[src/rtl/dma_port_pkg.sv]
package dma_port_pkg;
  localparam int NUM_CH = 4;
  localparam int CH_W   = $clog2(NUM_CH);
  localparam int BYTE_W = 8;
  localparam int WORD_W = 16;
  localparam int PAGE_W = 8;
  localparam int ADDR_W = WORD_W + PAGE_W;
  localparam int SEL_W  = 4;
  localparam int MODE_W = 2;

  typedef enum logic [MODE_W-1:0] {
    XFER_DEMAND  = 2'b00,
    XFER_SINGLE  = 2'b01,
    XFER_BLOCK   = 2'b10,
    XFER_CASCADE = 2'b11
  } xfer_mode_e;

  localparam logic [SEL_W-1:0] SEL_MODE   = 4'h8;
  localparam logic [SEL_W-1:0] SEL_MASK   = 4'h9;
  localparam logic [SEL_W-1:0] SEL_CLRPTR = 4'hA;
  localparam logic [SEL_W-1:0] SEL_MRST   = 4'hB;
endpackage

[src/rtl/dma_byte_ptr.sv]
module dma_byte_ptr (
  input  logic clk_i,
  input  logic rst_ni,
  input  logic step_i,
  input  logic clear_i,
  output logic hi_o
);
  logic hi_q;

  always_ff @(posedge clk_i or negedge rst_ni) begin
    if (!rst_ni)      hi_q <= 1'b0;
    else if (clear_i) hi_q <= 1'b0;
    else if (step_i)  hi_q <= ~hi_q;
  end

  assign hi_o = hi_q;


  ptr_clear_chk: assert property (@(posedge clk_i) disable iff (!rst_ni)
    clear_i |=> !hi_o);


  ptr_toggle_chk: assert property (@(posedge clk_i) disable iff (!rst_ni)
    (step_i && !clear_i) |=> (hi_o != $past(hi_o)));
endmodule

[src/rtl/dma_chan_regs.sv]
module dma_chan_regs
  import dma_port_pkg::*;
(
  input  logic              clk_i,
  input  logic              rst_ni,
  input  logic              hi_i,
  input  logic [BYTE_W-1:0] wdata_i,
  input  logic              we_addr_i,
  input  logic              we_cnt_i,
  input  logic              we_mode_i,
  input  logic              we_mask_i,
  input  logic              we_page_i,
  input  logic              mrst_i,
  input  logic              reload_i,
  input  logic              upd_i,
  input  logic [WORD_W-1:0] upd_addr_i,
  input  logic [WORD_W-1:0] upd_cnt_i,
  output logic [WORD_W-1:0] cur_addr_o,
  output logic [WORD_W-1:0] cur_cnt_o,
  output logic [PAGE_W-1:0] page_o,
  output logic [MODE_W-1:0] mode_o,
  output logic              dir_o,
  output logic              auto_o,
  output logic              mask_o
);
  logic [WORD_W-1:0] base_addr_q, base_cnt_q, cur_addr_q, cur_cnt_q;
  logic [PAGE_W-1:0] page_q;
  xfer_mode_e        mode_q;
  logic              dir_q, auto_q, mask_q;

  function automatic logic [WORD_W-1:0] put_byte(input logic [WORD_W-1:0] w,
                                                 input logic hi,
                                                 input logic [BYTE_W-1:0] b);
    logic [WORD_W-1:0] r;
    r = w;
    if (hi) r[WORD_W-1:BYTE_W] = b;
    else    r[BYTE_W-1:0]      = b;
    return r;
  endfunction

  always_ff @(posedge clk_i or negedge rst_ni) begin
    if (!rst_ni) begin
      base_addr_q <= '0;
      cur_addr_q  <= '0;
    end else if (we_addr_i) begin
      base_addr_q <= put_byte(base_addr_q, hi_i, wdata_i);
      cur_addr_q  <= put_byte(cur_addr_q, hi_i, wdata_i);
    end else if (reload_i) begin
      cur_addr_q  <= base_addr_q;
    end else if (upd_i) begin
      cur_addr_q  <= upd_addr_i;
    end
  end

  always_ff @(posedge clk_i or negedge rst_ni) begin
    if (!rst_ni) begin
      base_cnt_q <= '0;
      cur_cnt_q  <= '0;
    end else if (we_cnt_i) begin
      base_cnt_q <= put_byte(base_cnt_q, hi_i, wdata_i);
      cur_cnt_q  <= put_byte(cur_cnt_q, hi_i, wdata_i);
    end else if (reload_i) begin
      cur_cnt_q  <= base_cnt_q;
    end else if (upd_i) begin
      cur_cnt_q  <= upd_cnt_i;
    end
  end

  always_ff @(posedge clk_i or negedge rst_ni) begin
    if (!rst_ni) begin
      mode_q <= XFER_DEMAND;
      dir_q  <= 1'b0;
      auto_q <= 1'b0;
      mask_q <= 1'b1;
      page_q <= '0;
    end else begin
      if (mrst_i) begin
        mode_q <= XFER_DEMAND;
        dir_q  <= 1'b0;
        auto_q <= 1'b0;
        mask_q <= 1'b1;
      end else begin
        if (we_mode_i) begin
          dir_q  <= wdata_i[2];
          auto_q <= wdata_i[3];
          mode_q <= xfer_mode_e'(wdata_i[5:4]);
        end
        if (we_mask_i) mask_q <= wdata_i[2];
      end
      if (we_page_i) page_q <= wdata_i;
    end
  end

  assign cur_addr_o = cur_addr_q;
  assign cur_cnt_o  = cur_cnt_q;
  assign page_o     = page_q;
  assign mode_o     = mode_q;
  assign dir_o      = dir_q;
  assign auto_o     = auto_q;
  assign mask_o     = mask_q;


  reload_addr_chk: assert property (@(posedge clk_i) disable iff (!rst_ni)
    (reload_i && !we_addr_i) |=> (cur_addr_o == $past(base_addr_q)));


  upd_cnt_chk: assert property (@(posedge clk_i) disable iff (!rst_ni)
    (upd_i && !reload_i && !we_cnt_i) |=> (cur_cnt_o == $past(upd_cnt_i)));


  cpu_wins_chk: assert property (@(posedge clk_i) disable iff (!rst_ni)
    (we_addr_i && !hi_i) |=> (cur_addr_o[BYTE_W-1:0] == $past(wdata_i)));


  mrst_mask_chk: assert property (@(posedge clk_i) disable iff (!rst_ni)
    mrst_i |=> (mask_o && mode_o == XFER_DEMAND));


  page_hold_chk: assert property (@(posedge clk_i) disable iff (!rst_ni)
    !we_page_i |=> $stable(page_o));
endmodule

[src/rtl/dma_port_regs.sv]
module dma_port_regs
  import dma_port_pkg::*;
(
  input  logic                     clk_i,
  input  logic                     rst_ni,
  input  logic                     wr_en_i,
  input  logic                     rd_en_i,
  input  logic [SEL_W-1:0]         sel_i,
  input  logic [BYTE_W-1:0]        wdata_i,
  output logic [BYTE_W-1:0]        rd_data_o,
  input  logic [NUM_CH-1:0]        reload_i,
  input  logic [NUM_CH-1:0]        engine_upd_i,
  input  logic [NUM_CH*WORD_W-1:0] engine_addr_i,
  input  logic [NUM_CH*WORD_W-1:0] engine_cnt_i,
  output logic [NUM_CH*ADDR_W-1:0] ch_addr_o,
  output logic [NUM_CH*WORD_W-1:0] ch_cnt_o,
  output logic [NUM_CH*MODE_W-1:0] ch_mode_o,
  output logic [NUM_CH-1:0]        ch_dir_o,
  output logic [NUM_CH-1:0]        ch_auto_o,
  output logic [NUM_CH-1:0]        ch_mask_o
);
  logic            hi;
  logic            is_word, is_cnt, is_page, mrst, clr;
  logic [CH_W-1:0] word_ch, page_ch, data_ch;
  logic [BYTE_W-1:0] rd_byte, rd_data_q;

  logic [WORD_W-1:0] cur_addr [NUM_CH];
  logic [WORD_W-1:0] cur_cnt  [NUM_CH];
  logic [PAGE_W-1:0] page     [NUM_CH];

  assign is_word = !sel_i[SEL_W-1];
  assign is_cnt  = sel_i[0];
  assign is_page = (sel_i[SEL_W-1:SEL_W-2] == 2'b11);
  assign word_ch = sel_i[CH_W:1];
  assign page_ch = sel_i[CH_W-1:0];
  assign data_ch = wdata_i[CH_W-1:0];
  assign mrst    = wr_en_i && (sel_i == SEL_MRST);
  assign clr     = wr_en_i && ((sel_i == SEL_CLRPTR) || (sel_i == SEL_MRST));

  dma_byte_ptr u_ptr (
    .clk_i   (clk_i),
    .rst_ni  (rst_ni),
    .step_i  ((wr_en_i || rd_en_i) && is_word),
    .clear_i (clr),
    .hi_o    (hi)
  );

  for (genvar g = 0; g < NUM_CH; g++) begin : g_ch
    logic we_addr, we_cnt, we_mode, we_mask, we_page;
    assign we_addr = wr_en_i && is_word && !is_cnt && (word_ch == CH_W'(g));
    assign we_cnt  = wr_en_i && is_word &&  is_cnt && (word_ch == CH_W'(g));
    assign we_mode = wr_en_i && (sel_i == SEL_MODE) && (data_ch == CH_W'(g));
    assign we_mask = wr_en_i && (sel_i == SEL_MASK) && (data_ch == CH_W'(g));
    assign we_page = wr_en_i && is_page && (page_ch == CH_W'(g));

    dma_chan_regs u_chan (
      .clk_i      (clk_i),
      .rst_ni     (rst_ni),
      .hi_i       (hi),
      .wdata_i    (wdata_i),
      .we_addr_i  (we_addr),
      .we_cnt_i   (we_cnt),
      .we_mode_i  (we_mode),
      .we_mask_i  (we_mask),
      .we_page_i  (we_page),
      .mrst_i     (mrst),
      .reload_i   (reload_i[g]),
      .upd_i      (engine_upd_i[g]),
      .upd_addr_i (engine_addr_i[g*WORD_W +: WORD_W]),
      .upd_cnt_i  (engine_cnt_i[g*WORD_W +: WORD_W]),
      .cur_addr_o (cur_addr[g]),
      .cur_cnt_o  (cur_cnt[g]),
      .page_o     (page[g]),
      .mode_o     (ch_mode_o[g*MODE_W +: MODE_W]),
      .dir_o      (ch_dir_o[g]),
      .auto_o     (ch_auto_o[g]),
      .mask_o     (ch_mask_o[g])
    );

    assign ch_addr_o[g*ADDR_W +: ADDR_W] = {page[g], cur_addr[g]};
    assign ch_cnt_o[g*WORD_W +: WORD_W]  = cur_cnt[g];
  end

  always_comb begin
    logic [WORD_W-1:0] w;
    w = is_cnt ? cur_cnt[word_ch] : cur_addr[word_ch];
    if (is_word)      rd_byte = hi ? w[WORD_W-1:BYTE_W] : w[BYTE_W-1:0];
    else if (is_page) rd_byte = page[page_ch];
    else              rd_byte = '0;
  end

  always_ff @(posedge clk_i or negedge rst_ni) begin
    if (!rst_ni)      rd_data_q <= '0;
    else if (rd_en_i) rd_data_q <= rd_byte;
  end

  assign rd_data_o = rd_data_q;


  rd_low_byte_chk: assert property (@(posedge clk_i) disable iff (!rst_ni)
    (rd_en_i && !wr_en_i && sel_i == 4'h0 && !hi)
      |=> (rd_data_o == $past(ch_addr_o[BYTE_W-1:0])));


  mrst_all_masked_chk: assert property (@(posedge clk_i) disable iff (!rst_ni)
    mrst |=> (&ch_mask_o));
endmodule

[config.mk]
export PLATFORM = sky130hd
export DESIGN_NAME = dma_port_regs
export DESIGN_NICKNAME = d
export VERILOG_FILES = /design/src/rtl/dma_port_pkg.sv /design/src/rtl/dma_byte_ptr.sv /design/src/rtl/dma_chan_regs.sv /design/src/rtl/dma_port_regs.sv
export SDC_FILE = /design/constraint.sdc
export NUM_CORES = 1
export LEC_CHECK = 0
export BUFFER_PORTS_ARGS = -buffer_cell sky130_fd_sc_hd__buf_4
export CORE_ASPECT_RATIO = 0.8
export CORE_MARGIN = 5
export CORE_UTILIZATION = 40
export CTS_CLUSTER_SIZE = 12
export DETAILED_ROUTE_END_ITERATION = 10
export GPL_TIMING_DRIVEN = 0
export PLACE_DENSITY = 0.65
export SLEW_MARGIN = 20
export SYNTH_ARGS = -nofsm -noshare
export SYNTH_HDL_FRONTEND = slang
export SYNTH_SLANG_ARGS = --single-unit
export TNS_END_PERCENT = 50
[constraint.sdc]
create_clock -name clk_i -period 2.35 [get_ports clk_i]
set_input_delay 0.1175 -clock clk_i [delete_from_list [all_inputs] [get_ports clk_i]]
set_output_delay 0.1175 -clock clk_i [all_outputs]
set_load 0.005 [all_outputs]
==> flow_summary_export.csv, run 1 <==
group,metric,value,unit
die,core,39700,um2
clock_tree,h-tree-depth,2,
min_path,min_path_type,"in2reg",
sta,setup_ws,0.119,ns
power,leakage,0.00976,uW
sta,finClkSkew,0.0241,ns
final_layout,multi_input_area,7720,um2
yosys,netlist_instances,1286,
clock_tree,cts_buffer_depth,3,
placed_design,routabilityCongestion,1.00,
sta,holdWs,0.0149,ns
global_routing,grt_use_total,0.289,
job,drv_cap,0,
setup_path,cp-start-kind,"primary input",
yosys,post-synth-top-area-fraction,0.484,
placed_design,portBuffers,327,
die,die_h,190,um
die,core.rowCount,65,
drt,wl_per_cell,29.9,um
yosys,syn_area,16200,um2
placed_design,place_ws,-0.533,ns
yosys,synth_ff_type,"dfrtp_1",
sta,rsz0062_at_grt,"no",
yosys,yosys_register_bits,317,
global_routing,gr-total-overflow,0,
yosys,synthMostInstantiatedCell,"dfrtp_1",
global_routing,grt_max_degree,87,
sta,fin_crit,2.23,ns
setup_path,rr_worst_depth,4,
sta,drv_slew,0,
final_layout,drive_above_1_share,0.489,
final_layout,fillCellCount,3664,
setup_path,crit_arrival,2.71,ns
die,dieArea,44600,um2
power,peakVddDrop,434,uV
sta,max_freq,448,MHz
min_path,worstHoldStart,"engine_cnt_i[14]",
drt,routed_wl,66400,um
yosys,synthXorXnorAreaFrac,0,
die,start_util,0.408,
drt,drt_iter0_drc,1116,
drt,num_vias,12700,
yosys,synth_top_family_by_area,"multiplexers",
sta,finalCritPeriodShare,0.949,
drt,vias_per_cell,5.75,
clock_tree,clock_latency,0.55,ns
setup_path,worstSetupPathType,"in2reg",
power,powerDensity,857,nW/um2
clock_tree,cts_setup_buffers,0,
clock_tree,clkTransAtPathRegs,0.06,ns
placed_design,hpwl,50000,um
setup_path,crit_path_end_kind,"register",
setup_path,crit_required,2.83,ns
final_layout,seq_area,7940,um2
yosys,synthSimpleGateAreaFrac,0.0683,
global_routing,antenna_found_initial,4,
final_layout,nNetsFinal,1810,
yosys,synth_nets,1438,
die,fp.dieW,235,um
yosys,synth_edf_count,0,
sta,finalSetupViolations,0,
final_layout,syn_to_final_growth,27.1,%
min_path,hold_end,"g_ch[0].u_chan.cur_cnt_o[14]",
sta,worst_pin_slew,1.20,ns
clock_tree,cts_tree,"built",
yosys,seq_area_frac_synth,0.490,
global_routing,grt_pass1_wl,94800,um
clock_tree,root_buffer,"clkbuf_16",
sta,hold_viol,0,
drt,drc,0,
clock_tree,cts_buffers,36,
sta,slew_headroom,0.203,
drt,drtPass1Iterations,5,
setup_path,r2r_slack,0.26,ns
min_path,hold_depth,4,
die,ios,340,
setup_path,worst-path-max-fanout,10,
outcome,outcome,"completed",
yosys,synthTopCellsByArea,"dfrtp_1 48%, mux2_2 21%, mux2i_1 10%",
yosys,synth_top_area_cell,"dfrtp_1",
setup_path,reg2reg_to,"g_ch[2].u_chan.cur_addr_o[13]",
setup_path,r2r_start,"u_ptr.hi_o",
yosys,synth_compound_area_frac,0.0623,
yosys,synth.distinct_cells,51,
clock_tree,clock-sinks,317,
global_routing,grt_pass1_vias,13100,
yosys,synth_fa_ha_area_frac,0,
drt,ant_nets,0,
yosys,synthArstFlopShare,1.00,
yosys,synth_warnings,0,
yosys,synth_common_cells,"313 x dfrtp_1, 298 x mux2_2, 166 x mux2i_1, 138 x a21oi_1, 85 x nor2_1",
yosys,avgSynthCellArea,12.6,um2
yosys,synthMuxAreaShare,0.346,
-- flip-flops by register name (all words and copies together), names as in the netlist --
name	flops
g_ch.u_chan.auto_o	4
g_ch.u_chan.base_addr_q	64
g_ch.u_chan.base_cnt_q	64
g_ch.u_chan.cur_addr_o	64
g_ch.u_chan.cur_cnt_o	64
g_ch.u_chan.dir_o	4
g_ch.u_chan.mask_o	4
g_ch.u_chan.mode_o	8
g_ch.u_chan.page_o	32
rd_data_o	8
u_ptr.hi_o	1
-- power by group --
part	switching, uW	total (uW)	internal [uW]
Combinational	1990	4490	2500
Clock	2330	5440	3110
Sequential	1050	7700	6650
Total	5370	17600	12300
-- final cells by class --
type / instances / area share
flip-flops and latches: 317 / 0.386
multi-input cells: 868 / 0.375
repair buffers: 334 / 0.127
clock buffers: 56 / 0.0519
well taps: 536 / 0.0326
plain buffers: 99 / 0.0259
clock inverters: 4 / 0.00134
inverters: 2 / 0.000365
diodes: 1 / 0.000122
-- layer usage --
layer,share of wire,track usage,up-vias
li1,-,-,5411
met1,0.45,0.419,6642
met2,0.44,0.439,604
met3,0.087,0.0735,86
met4,0.025,0.0696,6
met5,0.00051,0,-
-- kinds of logic (layout without fill, tap and decap cells) --
logic type,Yosys count,after routing
buffers and inverters,101,495
AND/OR/NAND/NOR,198,198
AO/OA/AOI/OAI,179,179
flip-flops,317,317
multiplexers,491,491
other,0,1
-- how the worst max path moves through the flow --
| stage | start | to | slack (ns) | depth (start not counted) |
|---|---|---|---|---|
| after floorplan | u_ptr.hi_o | g_ch[2].u_chan.cur_addr_o[10] | 0.74 | 4 |
| after global placement | rst_ni | g_ch[2].u_chan.page_o[6] | -1.88 | 1 |
| after detailed placement | wdata_i[2] | g_ch[1].u_chan.base_cnt_q[2] | -0.53 | 4 |
| after CTS | wdata_i[2] | g_ch[0].u_chan.page_o[2] | 0.03 | 4 |
| after global routing | wdata_i[2] | g_ch[0].u_chan.dir_o | 0.10 | 5 |
| final | wdata_i[2] | g_ch[1].u_chan.dir_o | 0.12 | 5 |
-- cells in the final DEF, fill, tap and decap left out, types with 8 or more instances in the layout --
| cell | count |
|---|---|
| clkbuf_16 | 37 |
| buf_2 | 29 |
| mux2i_1 | 166 |
| mux2_2 | 298 |
| nor2_1 | 85 |
| a21oi_1 | 138 |
| clkbuf_1 | 52 |
| nor2b_1 | 8 |
| nand2_1 | 23 |
| nor2_2 | 15 |
| nand2_2 | 12 |
| buf_4 | 342 |
| dfrtp_1 | 313 |
| o21ai_0 | 9 |
| mux4_2 | 25 |
-- repair_timing --
| action | 4_1_cts | 5_1_grt |
|---|---|---|
| resized for setup | 0 | 5 |
| hold endpoints to repair | 169 | 0 |
| hold buffers | 3 | 0 |
| setup endpoints to repair | 0 | 6 |
-- through the flow --
step | instance area [um2] | instances | util | power (uW) | TNS (ns)
2_1_floorplan | 16200 | 1286 | - | 9610 | 0
3_3_place_gp | 19300 | 2149 | 0.487 | 12100 | -584.37
3_5_place_dp | 19400 | 2153 | 0.490 | 12200 | -8.14
4_1_cts | 20600 | 2216 | 0.518 | 17600 | 0
5_1_grt | 20600 | 2216 | 0.518 | 18300 | 0
6_report | 20600 | 2217 | 0.518 | 17600 | 0
-- worst max-delay path: stages --
cell and delay (ns):
clkbuf_1 0.74, clkdlybuf4s15_1 0.84, clkbuf_1 0.67, mux2i_1 0.19, nor2_1 0.12
(Power assumes the default switching activity.)
==> run 2: changes to the inputs <==
--- a/config.mk
+++ b/config.mk
@@ -12,9 +12,9 @@
 export CTS_CLUSTER_SIZE = 12
 export DETAILED_ROUTE_END_ITERATION = 10
 export GPL_TIMING_DRIVEN = 0
-export PLACE_DENSITY = 0.65
 export SLEW_MARGIN = 20
 export SYNTH_ARGS = -nofsm -noshare
 export SYNTH_HDL_FRONTEND = slang
+export SYNTH_HIERARCHICAL = 1
 export SYNTH_SLANG_ARGS = --single-unit
 export TNS_END_PERCENT = 50
==> run 2 against run 1 <==
Against the previous run:
- critical path depth is 5 higher
- clock-buffer cell count is 2 lower
- combinational power is 6.0% higher
==> flow_summary_export.csv, run 2 <==
group,metric,value,unit
outcome,outcome,"completed",
setup_path,r2r_slack,0.25,ns
setup_path,crit_path_start,"sel_i[2]",
placed_design,routabilityCongestion,0.959,
global_routing,grt_pass1_wl,96800,um
clock_tree,root_buffer,"clkbuf_16",
sta,rsz0062_at_grt,"yes",
setup_path,crit_arrival,2.69,ns
sta,holdWs,0.0623,ns
final_layout,drive_above_1_share,0.289,
yosys,synth_ff_type,"dfrtp_1",
yosys,synth_top_area_cell,"dfrtp_1",
yosys,synth_edf_count,0,
drt,routed_wl,67300,um
placed_design,portBuffers,336,
yosys,synthMostInstantiatedCell,"nand2_1",
final_layout,finalNonFillerCells,2588,
yosys,seq_area_frac_synth,0.482,
drt,ant_nets,0,
yosys,synthArstFlopShare,1.00,
drt,num_vias,15000,
yosys,synthTopCellsByArea,"dfrtp_1 48%, nor2b_1 7.7%, nand2_1 7.2%",
yosys,synth.distinct_cells,47,
drt,drc,0,
setup_path,cp_num_buf_inv,6,
die,core,40700,um2
job,drv_cap,0,
setup_path,r2r_start,"u_ptr/hi_o",
final_layout,num_antenna_cells,0,
sta,fin_setup_tns,0,ns
final_layout,syn_to_final_growth,27.3,%
sta,max_freq,435,MHz
global_routing,grt_max_degree,95,
setup_path,rr_worst_depth,5,
yosys,syn_area,16500,um2
setup_path,cp-start-kind,"primary input",
placed_design,hpwl,50400,um
yosys,netlist_instances,1640,
sta,fin_crit,2.30,ns
drt,wl_per_cell,26.0,um
sta,worst_pin_slew,0.950,ns
setup_path,cpMaxStageDelayCell,"or3b_2",
setup_path,reg2reg_to,"rd_data_o[6]",
yosys,synth_warnings,6,
setup_path,crit_required,2.74,ns
final_layout,layout_common_cells,"350 x buf_4, 314 x nand2_1, 312 x dfrtp_1",
sta,hold_viol,0,
setup_path,crit_end,"g_ch[0].u_chan/cur_cnt_o[4]",
final_layout,nNetsFinal,2173,
setup_path,critical-path-max-stage-delay,0.58,ns
placed_design,dpl-instance-area,19800,um2
global_routing,grt_use_total,0.285,
sta,slew_headroom,0.367,
sta,finalSetupViolations,0,
clock_tree,clkTransAtPathRegs,0.06,ns
die,dieArea,45400,um2
setup_path,cp_cell_sequence,"buf_4, buf_6, buf_4, buf_2, or3b_2, nor2_1, buf_2, clkbuf_1, nor2b_1, o31ai_1",
power,peakVddDrop,455,uV
die,ios,340,
placed_design,placed_cells,2526,
die,start_util,0.405,
sta,drv_slew,0,
yosys,synth_common_cells,"316 x nand2_1, 313 x dfrtp_1, 203 x nor2b_1, 135 x a211oi_1, 128 x o31ai_1",
clock_tree,clock-sinks,317,
global_routing,grt_pass1_vias,14700,
power,leakage,0.00953,uW
sta,finClkSkew,0.0165,ns
power,powerDensity,898,nW/um2
final_layout,fin_area,21000,um2
clock_tree,clock_latency,0.52,ns
yosys,post-synth-top-area-fraction,0.476,
die,core.rowCount,66,
yosys,yosys_register_bits,317,
die,fp.dieW,237,um
sta,finalCritPeriodShare,0.978,
yosys,synth_nets,1792,
clock_tree,h-tree-depth,2,
drt,vias_per_cell,5.78,
setup_path,worst-path-max-fanout,10,
clock_tree,cts_buffer_depth,3,
min_path,min_path_type,"in2reg",
yosys,avgSynthCellArea,10.0,um2
setup_path,crit_path_end_kind,"register",
setup_path,cp_num_cells,10,
drt,drtPass1Iterations,5,
clock_tree,cts_tree,"built",
final_layout,final_common_cell,"buf_4",
setup_path,cp_top_family,"buffers and inverters",
drt,drt_iter0_drc,1510,
global_routing,gr-total-overflow,0,
clock_tree,cts_buffers,35,
global_routing,antenna_found_initial,4,
setup_path,worstSetupPathType,"in2reg",
die,die_h,191,um
## run 2: cell types whose count changed in the layout (fill, tap and decap cells not counted), moves of 42 or more
cell and delta:
a211oi_1 +130, a21oi_1 -136, mux2_2 -222, mux2i_1 -132, nand2_1 +291, nor2_1 -42
nor2b_1 +191, o21ai_0 +116, o31ai_1 +128
## run 2: stage by stage
stage / utilization / total power [uW] / setup slack, ns
finish: 0.515 / 18800 / 0.0528
global route: 0.515 / 19700 / -0.0320
CTS: 0.514 / 18900 / 0.0313
detailed placement: 0.486 / 13400 / -0.614
global placement: 0.483 / 13200 / -1.84
floorplan: - / 10400 / 0.142
## run 2: metal layers
metal | global-route usage | part of all wire | up-vias
met5 | 0 | 0.00055 | -
li1 | - | - | 6623
met2 | 0.411 | 0.42 | 755
met1 | 0.417 | 0.44 | 7424
met4 | 0.0934 | 0.036 | 6
met3 | 0.0746 | 0.099 | 146
## run 2: timing repair
| item | in CTS | in global routing |
|---|---|---|
| buffers inserted | 0 | 0 |
| hold buffers | 2 | 0 |
| hold endpoints to repair | 83 | 0 |
| setup endpoints to repair | 10 | 63 |
| cloned | 0 | 0 |
| gates resized for setup | 1 | 15 |
## run 2: final cells by class
cell class	count	area, um2
clock buffer	54	1030
tap	544	681
clock inverter	6	83.8
inverter	2	7.51
fill	3829	19800
timing repair buffer	344	2670
buffer	131	767
multi-input combinational	1190	7790
sequential	317	7940
## run 2: logic make-up after synthesis
kind of cell	count (synthesis)	synth area share
compound gates	428	0.176
flops	317	0.482
simple gates	627	0.187
xor+xnor	1	0.000532
mux	134	0.107
buf+inv	133	0.0467
## run 2: worst min-delay path: cells and delay by family
kind | cells | cell delay [ns]
and+or+nand+nor | 2 | 0.15
buffers and inverters | 1 | 0.26
## run 2: worst min path at each step
stage,slack (ns),start,to,cells past startpoint
detailed placement,0.08,rst_ni,g_ch[0].u_chan/base_addr_q[1],1
CTS,0.03,engine_upd_i[1],g_ch[1].u_chan/cur_cnt_o[3],4
floorplan,-0.18,rst_ni,g_ch[0].u_chan/auto_o,0
finish,0.06,wdata_i[6],g_ch[0].u_chan/base_cnt_q[6],3
global route,0.06,engine_upd_i[1],g_ch[1].u_chan/cur_cnt_o[0],4
global placement,0.46,g_ch[2].u_chan/base_cnt_q[13],g_ch[2].u_chan/base_cnt_q[13],2
## run 2: where the power goes
part	switching (uW)	total, uW	leakage (uW)	internal, uW
registers	1560	8610	0.00404	7050
logic	2300	4760	0.00494	2460
clock network	2240	5460	0.000546	3220
total	6100	18800	0.00953	12700
